--- src/rtl/rxf_pkg.sv ---
package rxf_pkg;
    localparam int OCTETS = 6;
    localparam int IDX_W  = $clog2(OCTETS + 1);

    typedef logic [IDX_W-1:0] oct_idx_t;

    // running destination-address comparison state
    typedef struct packed {
        oct_idx_t idx;
        logic     hit;
        logic     bcast;
    } cmp_st_t;
endpackage

--- src/rtl/rxf_addr_cmp.sv ---
module rxf_addr_cmp
    import rxf_pkg::*;
(
    input  logic                  clk,
    input  logic                  rst_n,
    input  logic                  take,
    input  logic                  first,
    input  logic [7:0]            data,
    input  logic [OCTETS*8-1:0]   stn_flat,
    output logic                  hit_now,
    output logic                  bcast_now,
    output logic                  full_now
);
    cmp_st_t st_q, st_d, base, upd;
    logic [7:0] cur_oct;

    always_comb begin
        base = first ? '{idx: '0, hit: 1'b1, bcast: 1'b1} : st_q;
        cur_oct = '0;
        for (int k = 0; k < OCTETS; k++) begin
            if (base.idx == oct_idx_t'(k)) cur_oct = stn_flat[8*k +: 8];
        end
        upd = base;
        if (base.idx < oct_idx_t'(OCTETS)) begin
            upd.hit   = base.hit & (data == cur_oct);
            upd.bcast = base.bcast & (data == 8'hFF);
            upd.idx   = base.idx + oct_idx_t'(1);
        end
        st_d      = take ? upd : st_q;
        hit_now   = upd.hit;
        bcast_now = upd.bcast;
        full_now  = (upd.idx == oct_idx_t'(OCTETS));
    end

    always_ff @(posedge clk) begin
        if (!rst_n) st_q <= '{idx: '0, hit: 1'b0, bcast: 1'b0};
        else        st_q <= st_d;
    end
endmodule

--- src/rtl/rxf_len_ctr.sv ---
module rxf_len_ctr #(
    parameter int LEN_W = 11
) (
    input  logic             clk,
    input  logic             rst_n,
    input  logic             vld,
    input  logic             sof,
    input  logic             eof,
    output logic             take,
    output logic             first,
    output logic             last,
    output logic [LEN_W-1:0] len_now
);
    localparam logic [LEN_W-1:0] LEN_MAX = {LEN_W{1'b1}};

    typedef struct packed {
        logic             busy;
        logic [LEN_W-1:0] cnt;
    } len_st_t;

    len_st_t st_q, st_d;
    logic [LEN_W-1:0] base;

    always_comb begin
        take    = vld && (sof || st_q.busy);
        first   = vld && sof;
        last    = take && eof;
        base    = sof ? '0 : st_q.cnt;
        len_now = (base == LEN_MAX) ? base : base + 1'b1;
        st_d    = st_q;
        if (take) begin
            st_d.busy = !eof;
            st_d.cnt  = len_now;
        end
    end

    always_ff @(posedge clk) begin
        if (!rst_n) st_q <= '{busy: 1'b0, cnt: '0};
        else        st_q <= st_d;
    end
endmodule

--- src/rtl/rx_daddr_filter.sv ---
module rx_daddr_filter
    import rxf_pkg::*;
#(
    parameter int MIN_LEN = 64,
    parameter int LEN_W   = 11
) (
    input  logic             clk,
    input  logic             rst_n,
    input  logic             rx_valid,
    input  logic             rx_sof,
    input  logic             rx_eof,
    input  logic [7:0]       rx_data,
    input  logic             rx_good,
    input  logic [15:0]      stn_word0,
    input  logic [15:0]      stn_word1,
    input  logic [15:0]      stn_word2,
    input  logic             keep_bcast,
    input  logic             keep_match,
    input  logic             keep_all,
    input  logic             keep_short,
    output logic             dec_valid,
    output logic             dec_accept,
    output logic [LEN_W-1:0] frame_len
);
    localparam int WORDS = OCTETS / 2;

    typedef struct packed {
        logic             vld;
        logic             acc;
        logic [LEN_W-1:0] len;
    } dec_st_t;

    logic [15:0]           words [WORDS];
    logic [OCTETS*8-1:0]   stn_flat;
    logic                  take, first, last;
    logic [LEN_W-1:0]      len_now;
    logic                  hit_now, bcast_now, full_now;
    logic                  size_ok, addr_ok;
    dec_st_t               dec_q, dec_d;

    assign words[0] = stn_word0;
    assign words[1] = stn_word1;
    assign words[2] = stn_word2;

    // the highest-numbered word carries the first octets on the wire
    for (genvar gi = 0; gi < WORDS; gi++) begin : g_oct
        assign stn_flat[16*gi +: 8]     = words[WORDS-1-gi][7:0];
        assign stn_flat[16*gi + 8 +: 8] = words[WORDS-1-gi][15:8];
    end

    rxf_len_ctr #(.LEN_W(LEN_W)) u_len (
        .clk     (clk),
        .rst_n   (rst_n),
        .vld     (rx_valid),
        .sof     (rx_sof),
        .eof     (rx_eof),
        .take    (take),
        .first   (first),
        .last    (last),
        .len_now (len_now)
    );

    rxf_addr_cmp u_cmp (
        .clk       (clk),
        .rst_n     (rst_n),
        .take      (take),
        .first     (first),
        .data      (rx_data),
        .stn_flat  (stn_flat),
        .hit_now   (hit_now),
        .bcast_now (bcast_now),
        .full_now  (full_now)
    );

    always_comb begin
        size_ok = keep_short || (len_now >= LEN_W'(MIN_LEN));
        addr_ok = keep_all
               || (keep_bcast && bcast_now && full_now)
               || (keep_match && hit_now && full_now);
        dec_d     = dec_q;
        dec_d.vld = last;
        dec_d.acc = last && rx_good && size_ok && addr_ok;
        if (last) dec_d.len = len_now;
    end

    always_ff @(posedge clk) begin
        if (!rst_n) dec_q <= '{vld: 1'b0, acc: 1'b0, len: '0};
        else        dec_q <= dec_d;
    end

    assign dec_valid  = dec_q.vld;
    assign dec_accept = dec_q.acc;
    assign frame_len  = dec_q.len;
endmodule

--- config.mk ---
export PLATFORM = sky130hd
export DESIGN_NAME = rx_daddr_filter
export DESIGN_NICKNAME = d
export VERILOG_FILES = /design/src/rtl/rxf_pkg.sv /design/src/rtl/rxf_addr_cmp.sv /design/src/rtl/rxf_len_ctr.sv /design/src/rtl/rx_daddr_filter.sv
export SDC_FILE = /design/constraint.sdc
export NUM_CORES = 1
export LEC_CHECK = 0
export ABC_AREA = 1
export CORE_UTILIZATION = 45
export CTS_CLUSTER_DIAMETER = 200
export CTS_CLUSTER_SIZE = 8
export DETAILED_ROUTE_END_ITERATION = 8
export HOLD_SLACK_MARGIN = 0.08
export MAX_ROUTING_LAYER = met4
export PLACE_DENSITY = 0.79
export RECOVER_POWER = 100
export SYNTH_ARGS = -nofsm -noshare
export SYNTH_HDL_FRONTEND = slang
export SYNTH_SLANG_ARGS = --single-unit
--- constraint.sdc ---
create_clock -name clk -period 6.5 [get_ports clk]
set_clock_uncertainty 0.05 [all_clocks]
set_input_delay 1.3 -clock clk [delete_from_list [all_inputs] [get_ports clk]]
set_output_delay 1.3 -clock clk [all_outputs]
set_load 0.02 [all_outputs]
-- Word level (Yosys, flattened, before mapping)
Index checks and enable logic that the tools add are counted.
- flip-flop bits (word level): 30
- input bits: 66
- output and inout bits: 13
- logic and storage cells: 49
- add/sub/neg operators: 2
- order comparisons: 2
- equal/unequal tests: 9
- multiplexer cells: 10
- bitwise logic cells: 2
- reduce and logical (&&, ||, !) cells: 16
- operator list (cell ; count):
    8-bit 2-to-1 mux ; 6
    11-bit 2-to-1 mux ; 2
    11-bit by 1-bit adder with 11-bit output (second input constant) ; 1
    11-bit == test (second input constant) ; 1
    11-bit by 7-bit >= comparator with 1-bit output (second input constant) ; 1
    1-bit logical AND ; 10
    5-bit 2-to-1 mux ; 2
    3-bit == test (second input constant) ; 3
    8-bit == test ; 1
    8-bit == test (second input constant) ; 1
    3-bit by 2-bit == test with 1-bit output (second input constant) ; 2
    1-bit logical OR ; 4
    3-bit by 1-bit adder with 3-bit output (second input constant) ; 1
    3-bit by 1-bit == test with 1-bit output (second input constant) ; 1
    3-bit zero test ; 1
    3-bit less-than comparator (second input constant) ; 1
    1-bit bitwise AND ; 2
    1-bit zero test ; 1

-- Depth between registers and ports, before layout
- depth after elaboration: 17
- mapped depth: 23
- depth with buffers taken out: 21

-- Hierarchy
From an unflattened synthesis, not the netlist that was laid out.
- cells, all modules: 433
- area, all modules: 2557.5 sq um
- modules (own cells, without submodules) (module ; times used ; cells each ; area an instance (sq um)):
    rxf_addr_cmp ; 1 ; 224 ; 1089.8
    rxf_len_ctr ; 1 ; 142 ; 937.1
    rx_daddr_filter ; 1 ; 67 ; 530.5

-- Worst setup path before layout
OpenSTA, ideal clock, no wires.
- path type: input port to flip-flop
- start: input rx_sof
- end: register u_cmp.st_q[1] in the netlist's numbering
- setup time: 0.116 ns
- arrival: 3.100 ns
- setup slack: 3.234 ns
- stages on the path: 21
- cells stage by stage: buf_6 -> nand2_8 -> inv_1 -> nor2_1 -> ha_1 -> buf_1 -> nand2_4 -> o21ai_0 -> inv_1 -> nand2_1 -> nand2_1 -> nand2_1 -> nand2_1 -> nand2_1 -> nand2_1 -> nand2_1 -> nor2_1 -> nand3_1 -> nand2_1 -> o21ai_0 -> inv_1
- cells in the longest elaborated chain, start to end: 12
- elaborated cells on any way between the ends: 20
- RTL lines (element ; RTL line ; source):
    start: declaration ; rx_daddr_filter.sv:10 ; input logic rx_sof,
    1-bit logical AND ; rxf_len_ctr.sv:26 ; first = vld && sof;
    5-bit 2-to-1 mux ; rxf_addr_cmp.sv:18 ; base = first ? '{idx: '0, hit: 1'b1, bcast: 1'b1} : st_q;
    3-bit zero test ; rxf_addr_cmp.sv:21 ; if (base.idx == oct_idx_t'(k)) cur_oct = stn_flat[8*k +: 8];
    8-bit 2-to-1 mux (6 in series) ; rxf_addr_cmp.sv:21 ;
    8-bit == test ; rxf_addr_cmp.sv:25 ; upd.hit = base.hit & (data == cur_oct);
    1-bit bitwise AND ; rxf_addr_cmp.sv:25 ;
    5-bit 2-to-1 mux ; rxf_addr_cmp.sv:24 ; if (base.idx < oct_idx_t'(OCTETS)) begin
    end signal: assignment ; rxf_addr_cmp.sv:36 ; if (!rst_n) st_q <= '{idx: '0, hit: 1'b0, bcast: 1'b0};
    end signal: assignment ; rxf_addr_cmp.sv:37 ; else st_q <= st_d;
    end: declaration ; rxf_addr_cmp.sv:14 ; cmp_st_t st_q, st_d, base, upd;
Parallel ways exist; a longest one is shown, timed or not.
A chain may end at the register's enable or synchronous reset.

-- Worst setup path after layout
- start: input rx_sof
- end: register dec_q (netlist bit dec_accept)
- cells in the longest elaborated chain, start to end: 16
- elaborated cells on any way between the ends: 39
- RTL lines (element ; RTL line ; source):
    branches (longest 15 deep; another with 11-bit by 1-bit adder with 11-bit output) ; -- ;
    1-bit logical AND (*) ; rx_daddr_filter.sv:82 ; dec_d.acc = last && rx_good && size_ok && addr_ok;
    end signal: assignment ; rx_daddr_filter.sv:87 ; if (!rst_n) dec_q <= '{vld: 1'b0, acc: 1'b0, len: '0};
    end: declaration ; rx_daddr_filter.sv:39 ; dec_st_t dec_q, dec_d;
Every way passes the cells marked *.

==> metrics.txt <==
Clock Latency Late Sink=0.29 ns; CP arrival=4.49 ns; first-pass GRT wire length=10.55 mm; # rows=26; Fin. Hold Viols=0; post-route antenna net violation count=0; post-CTS sizing=0; Top Ports=79; die height=75.24 um; total of max-cap violations=0; WS Path Type=in2reg; clock buffer depth=2; area grow syn2layout=36.60%; vias per inst=5.004; Die X=75.24 um; P_sw=0.1750 mW; vias in the first global route=2420; Slew Limit Fails=0; commonest non-fill, non-tap cell in the layout=nand2_1; setup repair bufs after CTS=0; Gate Count Post-Synth=404; Overflow after GRT=0; CTS Buf Count=5; antenna violations before repair=0; worst min-delay path class=reg2reg; core box area=0.005140 sq mm; placed wire-length estimate=5.068 mm; Post-Syn Nets=474; total negative slack=0 ns; startpoint types=input port; most frequent cells in the layout=nand2_1 (116), inv_1 (71), clkdlybuf4s50_1 (64); Starting DRT DRC Count=193; min Tclk post-route=4.318 ns; switching share of total power=0.2869; # clock sinks=30; layout cells sized above 1=0.04211; Final Wtd Congestion=0.8689; Root Buffer=clkbuf_8; peak supply drop=198.7 uV; Yosys warnings=0; Final Instance Area=0.003297 sq mm; Cell Area, Synth=0.002414 sq mm; IO buf count=78; internal cell power=0.4348 mW; fmax=231.6 MHz; Finish-stage setup viols=0; clock tree from TritonCTS=yes; Worst Path Max Fanout=15; syn_area_per_cell=5.974 sq um; RSZ-0062 raised after global routing=false; flops & latches, synth=30; fin util=0.6414; Critical Path End Type=flip-flop; number of inserted diodes=0; final hold slack=0.4193 ns; Seq/Total Area, Yosys=0.2488; Post-Layout Cell Count=545; Final Cycle Share=0.6643; Initial Util=0.4696; Worst-Margin Slew=0.9486 ns; Synth cell types=31; die area=0.005660 sq mm; sequential power share=0.329; Pwr Density=185.0 mW/mm^2; Rel. slew slack=0.3656; outcome=completed; largest net degree at the start of global routing=29; # hold bufs at CTS=0; critical path required time=6.67 ns; Area after DPL=0.003187 sq mm; Leak=1.675 nW; DRT Pass-1 Iters=5; total number of vias=2727; DRC Markers=0; final WL=6.922 mm; Logic pwr share=0.281; H-tree depth=2; placed insts=537; DR WL/cell=12.70 um; fin nets=544; GR Util All Layers=0.2533; Worst-path clk slew=0.07 ns; clock network fraction of total power=0.390
## layout make-up
class,count,area [sq um]
fillers,511,1843
multi-input cells,286,1409
repair buffers,78,780.7
flip-flops and latches,30,600.6
inverters,73,276.5
well taps,70,87.58
clock buffers,6,82.58
clock inverters,2,60.06
## cells by family after synthesis
kind of cell	Yosys count	synth area share
AO/OA/AOI/OAI	51	0.1239
flip-flops	30	0.2488
XOR/XNOR	6	0.02177
buffers and inverters	88	0.1540
adder cells (fa/ha/maj)	4	0.02074
AND/OR/NAND/NOR	225	0.4308
## critical path: stages
cell and delay, ns:
dlygate4sd3_1 0.77, nand2_1 0.31, inv_1 0.22, nor2_1 0.09
inv_1 0.07, ha_1 0.48, nand2_2 0.26, or2_2 0.35
nand2_1 0.07, nand2_1 0.04, nand2_1 0.05, nand2_1 0.05
nor2_1 0.08, nand3_1 0.07, nand2_1 0.09, nand3_1 0.07
a21oi_1 0.11
## flip-flops by register name (all words and copies together), names as in the netlist
register and cells:
u_len.st_q 12, frame_len 11, u_cmp.st_q 5, dec_accept 1, dec_valid 1
## power by group through the flow
stage | Clock, mW | Combinational [mW] | Sequential, mW
2_1_floorplan | 0 | 0.107 | 0.205
3_3_place_gp | 0 | 0.169 | 0.205
3_5_place_dp | 0 | 0.172 | 0.205
4_1_cts | 0.240 | 0.173 | 0.201
5_1_grt | 0.248 | 0.194 | 0.202
6_report | 0.238 | 0.171 | 0.201
## metrics by stage
step / total power, mW / setup WS (ns)
final: 0.6098 / 2.182
after detailed placement: 0.3762 / 2.131
after CTS: 0.6141 / 2.419
after floorplan: 0.3124 / 3.234
after global placement: 0.3739 / 2.241
after global routing: 0.6442 / 1.825
## per-layer routing
layer,part of all wire,wire length (um),up-vias,track usage
met5,0,0,-,-
met4,0.024,165,0,0.09877
met3,0.075,516,19,0.02410
met2,0.48,3323,98,0.4675
met1,0.42,2916,1200,0.2797
li1,-,-,1410,-
## Yosys cell counts, drive strengths merged
cell type  number  share of area
inv            73           0.11
clkbuf          7          0.011
nor3            2         0.0083
dfxtp          30           0.25
nand2         121           0.21
xnor2           2         0.0073
nand3          51           0.11
a21oi           7          0.015
or2             7          0.018
nor4            2         0.0078
nand3b          8          0.025
o211a           1         0.0041
nor2           31          0.050
o21ai          32          0.071
nand4           3         0.0078
xor2            4          0.015
buf             8          0.029
ha              4          0.021
o211ai         11          0.034
## final timing paths
| path | startpoint | endpoint | slack (ns) | cells past startpoint |
|---|---|---|---|---|
| setup / recovery | rx_sof | dec_accept$_SDFF_PN0_ | 2.18 | 17 |
| hold / removal | frame_len[0]$_SDFFE_PN0P_ | frame_len[0]$_SDFFE_PN0P_ | 0.42 | 2 |
| setup reg to reg | u_len.st_q[0]$_SDFFE_PN0P_ | dec_accept$_SDFF_PN0_ | 3.86 | 14 |
| hold reg to reg | frame_len[0]$_SDFFE_PN0P_ | frame_len[0]$_SDFFE_PN0P_ | 0.42 | 2 |
Note: power is estimated with default switching activity, not from simulation.
